`src/rtl/oct_csa_pkg.sv`:
```
package oct_csa_pkg;
  // operand width; the tree shape below is fixed at eight operands
  parameter int OPW = 8;
  localparam int NOPS = 8;
  localparam int GRP  = 4;                 // operands per first-level row
  localparam int L1W  = OPW + 2;           // four operands need two guard bits
  localparam int L2W  = OPW + 3;           // eight operands need three
endpackage

```
`src/rtl/csa42_cell.sv`:
```
module csa42_cell (
  input  logic x,
  input  logic y,
  input  logic w,
  input  logic z,
  input  logic tIn,
  output logic tOut,
  output logic cOut,
  output logic s
);
  logic par4;

  always_comb begin
    par4 = x ^ y ^ w ^ z;
    tOut = (x & y) | (x & w) | (y & w);
    cOut = par4 ? tIn : z;
    s    = par4 ^ tIn;
  end
endmodule

```
`src/rtl/csa42_row.sv`:
```
module csa42_row #(
  parameter int W = 10
) (
  input  logic [W-1:0] inX,
  input  logic [W-1:0] inY,
  input  logic [W-1:0] inW,
  input  logic [W-1:0] inZ,
  output logic [W-1:0] sumVec,
  output logic [W-1:0] carryVec
);
  logic [W:0]   lat;
  logic [W-1:0] co;
  logic         unusedTopCarries;

  assign lat[0] = 1'b0;

  for (genvar i = 0; i < W; i++) begin : g_cell
    csa42_cell u_cell (
      .x   (inX[i]),
      .y   (inY[i]),
      .w   (inW[i]),
      .z   (inZ[i]),
      .tIn (lat[i]),
      .tOut(lat[i+1]),
      .cOut(co[i]),
      .s   (sumVec[i])
    );
  end

  // the carry vector is weighted one bit up; what leaves the top is dropped
  assign carryVec         = {co[W-2:0], 1'b0};
  assign unusedTopCarries = lat[W] ^ co[W-1];
endmodule

```
`src/rtl/cpa_ripple.sv`:
```
module cpa_ripple #(
  parameter int W = 11
) (
  input  logic [W-1:0] a,
  input  logic [W-1:0] b,
  output logic [W-1:0] sum
);
  logic [W:0] cy;
  logic       unusedCarryOut;

  assign cy[0] = 1'b0;

  for (genvar i = 0; i < W; i++) begin : g_fa
    assign sum[i]  = a[i] ^ b[i] ^ cy[i];
    assign cy[i+1] = (a[i] & b[i]) | (cy[i] & (a[i] ^ b[i]));
  end

  assign unusedCarryOut = cy[W];
endmodule

```
`src/rtl/oct_csa_tree.sv`:
```
module oct_csa_tree
  import oct_csa_pkg::*;
(
  input  logic [OPW-1:0] op0,
  input  logic [OPW-1:0] op1,
  input  logic [OPW-1:0] op2,
  input  logic [OPW-1:0] op3,
  input  logic [OPW-1:0] op4,
  input  logic [OPW-1:0] op5,
  input  logic [OPW-1:0] op6,
  input  logic [OPW-1:0] op7,
  output logic [L2W-1:0] total
);
  localparam int EXT1 = L1W - OPW;
  localparam int EXT2 = L2W - L1W;

  logic [OPW-1:0] opv [NOPS];
  logic [L1W-1:0] ext1 [NOPS];
  logic [L1W-1:0] l1SumA, l1CarryA, l1SumB, l1CarryB;
  logic [L2W-1:0] l2InA, l2InB, l2InC, l2InD;
  logic [L2W-1:0] l2Sum, l2Carry;

  assign opv[0] = op0;
  assign opv[1] = op1;
  assign opv[2] = op2;
  assign opv[3] = op3;
  assign opv[4] = op4;
  assign opv[5] = op5;
  assign opv[6] = op6;
  assign opv[7] = op7;

  for (genvar k = 0; k < NOPS; k++) begin : g_ext
    assign ext1[k] = {{EXT1{opv[k][OPW-1]}}, opv[k]};
  end

  csa42_row #(.W(L1W)) u_rowA (
    .inX(ext1[0]), .inY(ext1[1]), .inW(ext1[2]), .inZ(ext1[3]),
    .sumVec(l1SumA), .carryVec(l1CarryA)
  );

  csa42_row #(.W(L1W)) u_rowB (
    .inX(ext1[GRP+0]), .inY(ext1[GRP+1]), .inW(ext1[GRP+2]), .inZ(ext1[GRP+3]),
    .sumVec(l1SumB), .carryVec(l1CarryB)
  );

  // two guard bits in the first level make plain sign-extension of each vector exact
  assign l2InA = {{EXT2{l1SumA[L1W-1]}},   l1SumA};
  assign l2InB = {{EXT2{l1CarryA[L1W-1]}}, l1CarryA};
  assign l2InC = {{EXT2{l1SumB[L1W-1]}},   l1SumB};
  assign l2InD = {{EXT2{l1CarryB[L1W-1]}}, l1CarryB};

  csa42_row #(.W(L2W)) u_rowTop (
    .inX(l2InA), .inY(l2InB), .inW(l2InC), .inZ(l2InD),
    .sumVec(l2Sum), .carryVec(l2Carry)
  );

  cpa_ripple #(.W(L2W)) u_cpa (
    .a  (l2Sum),
    .b  (l2Carry),
    .sum(total)
  );
endmodule

```
`config.mk`:
```
export PLATFORM = sky130hd
export DESIGN_NAME = oct_csa_tree
export DESIGN_NICKNAME = d
export VERILOG_FILES = /design/src/rtl/oct_csa_pkg.sv /design/src/rtl/csa42_cell.sv /design/src/rtl/csa42_row.sv /design/src/rtl/cpa_ripple.sv /design/src/rtl/oct_csa_tree.sv
export SDC_FILE = /design/constraint.sdc
export NUM_CORES = 1
export LEC_CHECK = 0
export ABC_CLOCK_PERIOD_IN_PS = 9490
export CORE_ASPECT_RATIO = 0.7
export CORE_MARGIN = 3
export CORE_UTILIZATION = 42
export DETAILED_ROUTE_END_ITERATION = 10
export PLACE_DENSITY = 0.9
export SYNTH_ARGS = -nofsm -noshare
export SYNTH_HDL_FRONTEND = slang
export SYNTH_SLANG_ARGS = --single-unit
```
`constraint.sdc`:
```
create_clock -name vclk -period 9.49
set_clock_uncertainty 0.2 [all_clocks]
set_input_delay 1.898 -clock vclk [all_inputs]
set_output_delay 1.898 -clock vclk [all_outputs]
set_load 0.01 [all_outputs]
```
==> flow_summary.json <==
{
  "met1Wirelength_um": 1251,
  "seqCellArea_um2": 0,
  "min_period_ps": 9310,
  "crit_fanout": 2,
  "grt_pass1_vias": 1336,
  "overflow": 0,
  "clkbuf_count": 0,
  "fillers": 239,
  "worstPathRequired_ps": 7390,
  "cellPowerDensity_nw_per_um2": 328.9,
  "hpwl_um": 3358,
  "grt_use_total_pct": 17.45,
  "fp.coreArea_um2": 3191,
  "wl_met3_um": 185,
  "antenna_found_initial": 0,
  "met2_length_um": 2021,
  "rsz0062_at_grt": "false",
  "fin_area_um2": 2280,
  "dieArea_um2": 4136,
  "drv_slew": 0,
  "grt_max_degree": 6,
  "setup_slack_ps": 180.3,
  "seq_area_frac_synth_pct": 0,
  "ctsHoldBuffers": 0,
  "vias": 1203,
  "num_rows": 17,
  "syn_avg_cell_area_um2": 11.30,
  "hold_depth": 5,
  "grt_pass1_wl_um": 5513,
  "routed.top_layer": "met4",
  "ant_nets": 0,
  "routabilityCongestion": 0.7878,
  "drv_cap": 0,
  "fp.dieW_um": 75.59,
  "status": "finished, final reports clean",
  "final_common_cell": "clkdlybuf4s50_1",
  "ios": 75,
  "drive_gt1_share_pct": 9.314,
  "numSequentialCells": 0,
  "io_buffers": 75,
  "antenna_cells": 0,
  "critPathKind": "in2out",
  "crit_path_start_kind": "primary input",
  "dr.pass1.iters": 4,
  "tightest_slew_ps": 368.8,
  "dpl-instance-area_um2": 2245,
  "fmax_mhz": 107.4,
  "post_cts_buffers": 0,
  "relSlewSlack_pct": 75.23,
  "wl_um": 3531,
  "finalSetupViolCount": 0,
  "viasPerCell": 4.971,
  "worst_hold_slack_ps": 4717,
  "min_period_over_period_pct": 98.10,
  "final_cell_mix": "clkdlybuf4s50_1, xnor2_1, fa_1, maj3_1, o21ai_0",
  "drt-initial-drc-count": 5,
  "p_leak_nw": 0.8189,
  "hp-class": "in2out",
  "end_kind": "primary output",
  "synth.net_count": 226,
  "arrival_ps": 7210,
  "drc": 0,
  "nets": 306,
  "setup_tns_ps": 0,
  "die_h_um": 54.72,
  "wl_per_cell_um": 14.59,
  "synth.cell_area_um2": 1424,
  "initial_core_util_pct": 44.63,
  "synthCells": 126,
  "area_delta_synth_final_pct": 60.11,
  "yosysWarnings": 0,
  "hold_viol": 0,
  "post-place-ws_ps": -573.7,
  "vdd_drop_max_mv": 0.3357,
  "yosysUniqueCellTypes": 11
}
## cell families (layout without fill, tap and decap cells)
group / count (synthesis) / after routing / share of synthesized area [%]
AOI/OAI and AO/OA: 13 / 13 / 5.449
xor gates and xnor gates: 50 / 50 / 30.76
adders and majority gates: 53 / 53 / 60.63
buffers and inverters: 4 / 82 / 1.582
and+or+nand+nor: 6 / 6 / 1.582
## path summary, 6_finish.rpt
| check | from | endpoint |
|---|---|---|
| hold / removal | op7[7] | total[10] |
| setup / recovery | op4[2] | total[10] |
## where the power goes
part | total, W | switching [W] | internal [W]
clock | 0 | 0 | 0
combinational | 0.000750 | 0.000330 | 0.000420
sequential | 0 | 0 | 0
## worst max-delay path, cell delays in order
cell and delay, ps:
clkdlybuf4s50_1 430, fa_1 530, xnor2_1 210, xnor2_1 170, fa_1 510, xnor2_2 180, xnor2_1 140, ha_1 210
fa_1 380, fa_2 350, fa_2 340, fa_2 340, fa_2 350, fa_2 340, fa_2 360, xor2_2 160
xnor2_1 150, buf_2 150
## area by class of cell
class	count	area (um2)	share of cell area, %
multi-input cells	122	1443	63.28
inverters	2	7.507	0.3293
well taps	38	47.55	2.086
repair buffers	80	782.0	34.30
## Yosys cell counts, drive strengths merged
master	count	area share, %
a21o	5	2.6
buf	2	1.1
fa	32	45
ha	4	3.5
inv	2	0.53
maj3	17	12
nand2	6	1.6
o21ai	8	2.8
xnor2	42	26
xor2	8	4.9
## per-layer routing
metal	global-route usage [%]	vias to the layer above
li1	-	565
met1	19.53	584
met2	36.39	46
met3	0.9174	8
met4	3.488	0
met5	0	-
## stage by stage
stage               instances  power (W)  utilization, %
finish                    242  0.0007498           71.45
global route              242  0.0008202           71.45
CTS                       242  0.0007573           71.18
detailed placement        242  0.0007512           70.35
global placement          242  0.0007258           70.35
floorplan                 126  0.0004466               -
## timing repair
item                                    CTS  global route
resized for setup                        12             4
endpoints found under the setup margin    2             3
gates cloned                              0             0
pin swaps                                 6             7
(Power assumes the default switching activity.)
